--- config.mk ---
export PLATFORM = sky130hd
export DESIGN_NAME = dma_irq_collector
export DESIGN_NICKNAME = d
export VERILOG_FILES = /design/src/rtl/dma_irq_collector.sv
export SDC_FILE = /design/constraint.sdc
export NUM_CORES = 1
export LEC_CHECK = 0
export ABC_AREA = 1
export BUFFER_PORTS_ARGS = -buffer_cell sky130_fd_sc_hd__buf_4
export CAP_MARGIN = 20
export CORE_UTILIZATION = 30
export CTS_CLUSTER_DIAMETER = 40
export CTS_CLUSTER_SIZE = 24
export DETAILED_ROUTE_END_ITERATION = 12
export GPL_ROUTABILITY_DRIVEN = 0
export PLACE_DENSITY = 0.6
export SYNTH_ARGS = -nofsm -noshare
export SYNTH_HDL_FRONTEND = slang
export SYNTH_SLANG_ARGS = --single-unit
--- constraint.sdc ---
create_clock -name clk -period 1.9 [get_ports clk]
set_clock_uncertainty 0.15 [all_clocks]
set_input_delay 0.285 -clock clk [delete_from_list [all_inputs] [get_ports clk]]
set_output_delay 0.285 -clock clk [all_outputs]
set_load 0.03 [all_outputs]
--- src/rtl/dma_irq_collector.sv ---
module dma_irq_collector #(
  parameter int N_CH = 16,
  parameter int AW   = 12,
  parameter int DW   = 32
) (
  input  logic            clk,
  input  logic            rst_n,
  input  logic [N_CH-1:0] ev_chain_done,
  input  logic [N_CH-1:0] ev_node_done,
  input  logic [N_CH-1:0] ev_fault_a,
  input  logic [N_CH-1:0] ev_fault_b,
  input  logic [AW-1:0]   reg_addr,
  input  logic [DW-1:0]   reg_wdata,
  input  logic            reg_we,
  output logic [DW-1:0]   reg_rdata,
  output logic            irq
);
  localparam int NCLS = 4;
  localparam logic [AW-1:0] A_SUM  = AW'('h000);
  localparam logic [AW-1:0] A_PRIO = AW'('h688);

  function automatic logic [AW-1:0] a_view(int k);
    return AW'(32'h004 + 4 * k);
  endfunction
  function automatic logic [AW-1:0] a_mask(int k);
    return AW'(32'h018 + 4 * k);
  endfunction
  function automatic logic [AW-1:0] a_raw(int k);
    return AW'(32'h600 + 8 * k);
  endfunction

  logic [NCLS-1:0][N_CH-1:0] ev, raw_q, mask_q, view;
  logic [N_CH-1:0] summary;
  logic [DW-1:0]   prio_q;

  assign ev = {ev_fault_b, ev_fault_a, ev_node_done, ev_chain_done};

  always_ff @(posedge clk or negedge rst_n) begin
    if (!rst_n) begin
      raw_q  <= '0;
      mask_q <= '0;
      prio_q <= '0;
    end else begin
      for (int k = 0; k < NCLS; k++) begin
        if (reg_we && reg_addr == a_raw(k))
          raw_q[k] <= (raw_q[k] & ~reg_wdata[N_CH-1:0]) | ev[k];
        else
          raw_q[k] <= raw_q[k] | ev[k];
        if (reg_we && reg_addr == a_mask(k))
          mask_q[k] <= reg_wdata[N_CH-1:0];
      end
      if (reg_we && reg_addr == A_PRIO)
        prio_q <= reg_wdata;
    end
  end

  assign view = raw_q & mask_q;

  always_comb begin
    summary = '0;
    for (int k = 0; k < NCLS; k++)
      summary = summary | view[k];
  end

  assign irq = |summary;

  always_comb begin
    reg_rdata = '0;
    if (reg_addr == A_SUM)  reg_rdata = DW'(summary);
    if (reg_addr == A_PRIO) reg_rdata = prio_q;
    for (int k = 0; k < NCLS; k++) begin
      if (reg_addr == a_view(k)) reg_rdata = DW'(view[k]);
      if (reg_addr == a_mask(k)) reg_rdata = DW'(mask_q[k]);
      if (reg_addr == a_raw(k))  reg_rdata = DW'(raw_q[k]);
    end
  end
endmodule


# Yosys cells after proc, flatten, opt, wreduce, memory -nomap -nowiden
# Index checks and enable logic that the tools add are counted.
# word_totals
register_bits	160
out_inout_bits	33
# classes
n_eq_ne	13
bitwise_logic	17
reduce_logical	11
mux	18
# ops
operator	n
$mux 32	13
$or 16x16->16	11
$mux 16	5
$and 16x16->16	4
$and 64x64->64	1
$eq 12x11->1 const B	5
$eq 12x5->1 const B	3
$eq 12x4->1 const B	2
$eq 12x6->1 const B	2
$not 16->16	1
$reduce_or 16->1	1
$eq 12x3->1 const B	1
$logic_not 12->1	1
$logic_and 1x1->1	9

# Logic depth before layout (Yosys ltp)
# depth
word_depth	18
depth_mapped	20
mapped_depth_nobuf	19

# Worst setup path before layout
# No wires, ideal clock.
# synth_timing
kind	in2out
startpoint	input reg_addr[8]
endpoint	output reg_rdata[21]
required_time_ns	1.465
arrival_ns	2.057
path_slack_ns	-0.592
cell_stages	8
cell_sequence	nor2_1 nand2_2 nor2_8 nand2_2 buf_2 nand4_1 buf_2 nor3b_1
# synth_between
elab_chain_len	14
elab_cells_between_ends	26
classes_between	eq/ne (13); mux (13)
# synth_lines
element	line	rtl
from (decl)	12	input logic [AW-1:0] reg_addr,
$eq 12x11->1	70	if (reg_addr == A_PRIO) reg_rdata = prio_q;
$mux 32	70	
$mux 32	72	if (reg_addr == a_view(k)) reg_rdata = DW'(view[k]);
$mux 32	73	if (reg_addr == a_mask(k)) reg_rdata = DW'(mask_q[k]);
$mux 32	74	if (reg_addr == a_raw(k)) reg_rdata = DW'(raw_q[k]);
$mux 32	72	
$mux 32	73	
$mux 32	74	
$mux 32	72	
$mux 32	73	
$mux 32	74	
$mux 32	72	
$mux 32	73	
$mux 32 (*)	74	
to (decl)	15	output logic [DW-1:0] reg_rdata,
# Mark *: on every way between the ends. The rest lies on a longest branch, timed or not.

# Worst setup path after layout
# layout_timing
startpoint	register raw_q[42] (netlist name)
endpoint	output reg_rdata[10]
# layout_between
elab_chain_len	17
# layout_lines
element	line	rtl
from (decl)	32	logic [NCLS-1:0][N_CH-1:0] ev, raw_q, mask_q, view;
from (signal, indexed assignment)	46	raw_q[k] <= (raw_q[k] & ~reg_wdata[N_CH-1:0]) | ev[k];
from (signal, indexed assignment)	48	raw_q[k] <= raw_q[k] | ev[k];
$and 64x64->64	57	assign view = raw_q & mask_q;
$or 16x16->16 (2 in series)	62	summary = summary | view[k];
$mux 16	69	if (reg_addr == A_SUM) reg_rdata = DW'(summary);
$mux 32	70	
$mux 32	72	
$mux 32	73	
$mux 32	74	
$mux 32	72	
$mux 32	73	
$mux 32	74	
$mux 32	72	
$mux 32	73	
$mux 32 (*)	74	
$mux 32 (*)	72	
$mux 32 (*)	73	
$mux 32 (*)	74	
# Marks and branches as above.

==> summary.md <==
| Metric | Value |
|---|---|
| Status | finished, violations left |
| Failing checks | negative setup slack |
| Worst-margin pin slew | 0.449 ns |
| Max FO, Critical Path | 3 |
| RSZ-0062 raised after global routing | yes |
| Hold Crit Start | reg_wdata[14] |
| Vias | 10620 |
| Static leakage | 8.09 nW |
| CP max stage delay | 0.41 ns |
| CP Launch Point | raw_q[42]$_DFF_PN0_ |
| Post-Route Utilization | 49.4% |
| #FFs+latches synth | 160 |
| Initial core utilization | 30.5% |
| Vias per std cell | approximately 4.5 |
| CTS sink count | 160 |
| Synthesized Nets | between 1500 and 2000 |
| Max-slew headroom at the worst pin | 70.1% |
| CTS max path bufs | 2 |
| Residual DRC | 0 |
| Post-synth ARST share | 100% |
| EDFF count, synth | 0 |
| Most used cell, CP | nand2_1 |
| Synthesis-to-finish area growth | 61.9% |
| Sum of negative setup slack | -16.81 ns |
| R2r startpoint | raw_q[52]$_DFF_PN0_ |
| Hold Vio Cnt, Final | 0 |
| Setup Crit Path Kind | reg -> out |
| Synth warn | 0 |
| Power per cell area | 496 nW/um2 |
| Max-cap violations | 0 |
| # diodes | 0 |
| Sequential-to-total area share from yosys stat | 41.5% |
| # rows | 65 |
| Slew Limit Fails | 0 |
| Synth unique cells | 30 |
| Initial DRC Count | 721 |
| TritonCTS buffer count | 17 |
| Full die area | 32900 um2 |
| First-pass GRT wire length | 51.3 mm |
| Syn Area/Cell | 6.52 um2 |
| Setup-failing EPs final | 33 |
| Final Cycle Share | 136% |
| Hold Path Class | in -> reg |
| # IOs | 144 |
| VDD IR max | 0.624 mV |
| Worst path slowest cell | dfrtp_1 |
| Cells after Synth | 1480 |
| Final ANT Viol Nets | 0 |
| WP data arrival | 2.15 ns |
| Worst Setup End Kind | output pin |
| Reg clk slew, reported paths | 0.07 ns |
| CP Launch Type | flop |
| Final wirelength | 32.6 mm |
| Total congestion overflow | 0 |
| Fill cells | 3043 |
| Wire per inst | about 14 um |
| Count of buffers from port buffering | between 100 and 150 |
| Layout Nets | 2040 |
| Initial antenna violation count | 0 |
| Ys flop type | dfrtp_1 |
| Root buf cell | clkbuf_16 |
| Htree depth | 4 |
| Number of global-route vias before repair | 10217 |
| Core area | 31600 um2 |
| Fraction of layout cells with a size suffix above 1 | around a third |
| Critical path required time | 1.46 ns |
| Die Ht | around 180 um |
| Min Tclk post-route | between 2 and 3 ns |
| Die width | 181 um |
| CTS tree | built |
| Pre-Repair DR Iteration Count | 5 |
| Peak Freq | 387 MHz |
| Worst-path cell chain | nand2_2 -> nand2_1 -> inv_1 -> nand2_2 -> nand3_2 -> nand3_2 -> nand2_1 -> nand2_1 -> nand2_1 -> nand2_1 -> nand2_1 -> nand2_1 -> nand2_1 -> nand2_1 -> nand2_1 -> nand2_1 -> nand2_2 -> nand2_4 -> buf_6 |
| Clock Latency Late Sink | 0.43 ns |
| Total GRT Usage | 19.6% |
| HPWL Detailed | 23.1 mm |
| Syn Std Cell Area | 9650 um2 |
| Setup ws final | -0.681 ns |
| Largest net degree at the start of global routing | 44 |
path summary, 6_finish.rpt:
check / endpoint / slack, ns / cells past startpoint
setup / recovery: reg_rdata[10] / -0.68 / 19
hold / removal: mask_q[14]$_DFFE_PN0P_ / 0.13 / 3
setup reg to reg: raw_q[52]$_DFF_PN0_ / 0.72 / 5
hold reg to reg: prio_q[15]$_DFFE_PN0P_ / 0.34 / 2
max in group asynchronous: raw_q[7]$_DFF_PN0_ / 0.82 / 3
min in group asynchronous: raw_q[26]$_DFF_PN0_ / 0.19 / 2
flip-flops by register name (all words and copies together) (netlist names):
| name | cells |
|---|---|
| mask_q | 64 |
| raw_q | 64 |
| prio_q | 32 |
synthesized netlist by cell type, types with 7 or more instances:
master	instances	area, um2
nand2_1	635	2380
nor2_2	7	43.8
dfrtp_1	160	4000
mux2_2	16	180
clkbuf_1	31	116
nor2_1	58	218
buf_2	18	90.1
inv_1	229	860
nand3_1	66	330
o21ai_0	177	886
inv_2	14	52.6
nor3b_1	16	120
o21ai_1	15	75.1
layout by cell type, fill, tap and decap left out, types with 16 or more instances in the layout:
| cell type | netlist | routed |
|---|---|---|
| nand2_1 | 635 | 521 |
| buf_4 | 3 | 334 |
| inv_1 | 229 | 216 |
| o21ai_0 | 177 | 177 |
| dfrtp_1 | 160 | 160 |
| nand2_2 | 4 | 105 |
| dlygate4sd3_1 | 0 | 81 |
| nor2_1 | 58 | 52 |
| nand3_1 | 66 | 42 |
| buf_6 | 1 | 41 |
| inv_2 | 14 | 26 |
| buf_12 | 0 | 26 |
| nand3_2 | 1 | 24 |
| clkbuf_16 | 0 | 19 |
| mux2_2 | 16 | 16 |
cell type report:
class / count / area (um2) / share of cell area, %
Timing Repair Buffer: 486 / 4390 / 28.1
Clock buffer: 17 / 425 / 2.72
Tap cell: 402 / 503 / 3.22
Inverter: 243 / 916 / 5.86
Multi-Input combinational cell: 1021 / 5190 / 33.2
Clock inverter: 15 / 191 / 1.22
Sequential cell: 160 / 4000 / 25.6
per-stage QoR:
stage	instances	hold slack [ns]	power (mW)	cell area [um2]	worst slack (ns)
4_1_cts	2315	0.126	7.80	15100	-0.651
6_report	2344	0.130	7.76	15600	-0.681
5_1_grt	2344	0.162	8.03	15600	-0.848
2_1_floorplan	1480	-0.161	3.62	10000	-0.290
3_3_place_gp	2182	0.0994	4.01	13200	-0.613
3_5_place_dp	2182	0.102	4.02	13200	-0.614
per-layer routing:
| layer | up-vias | share of wire (%) | track usage [%] | wire length [um] |
|---|---|---|---|---|
| li1 | 5403 | - | - | - |
| met5 | - | 0 | 0 | 0 |
| met2 | 332 | 47 | 32.1 | 15200 |
| met3 | 52 | 4.8 | 2.24 | 1560 |
| met1 | 4833 | 46 | 26.9 | 15100 |
| met4 | 0 | 2.2 | 6.61 | 710 |
power breakdown:
group          total (mW)  internal (mW)  leakage (nW)  switching, mW
clock                3.62           1.90         0.291           1.73
combinational       0.718          0.377          5.90          0.341
sequential           3.42           3.41          1.90        0.00566
logic make-up after synthesis:
family / Yosys count / synth area share, %
buffers and inverters: 299 / 12.1
DFF: 160 / 41.5
muxes: 16 / 1.87
and+or+nand+nor: 810 / 34.4
AOI/OAI and AO/OA: 195 / 10.2
worst max-delay path: cells and delay by family, from the launching register on:
| family | cells | cell delay [ns] |
|---|---|---|
| simple gates | 17 | 1.12 |
| flops | 1 | 0.41 |
| buf+inv | 2 | 0.19 |
repair_timing:
item | 4_1_cts | 5_1_grt
endpoints found under the setup margin | 33 | 33
endpoints found under the hold margin | 116 | 0
hold buffers | 81 | 0
pin swaps | 60 | 89
cloned | 2 | 3
resized for setup | 103 | 85
setup buffers | 18 | 28
Note: power is estimated with default switching activity, not from simulation.
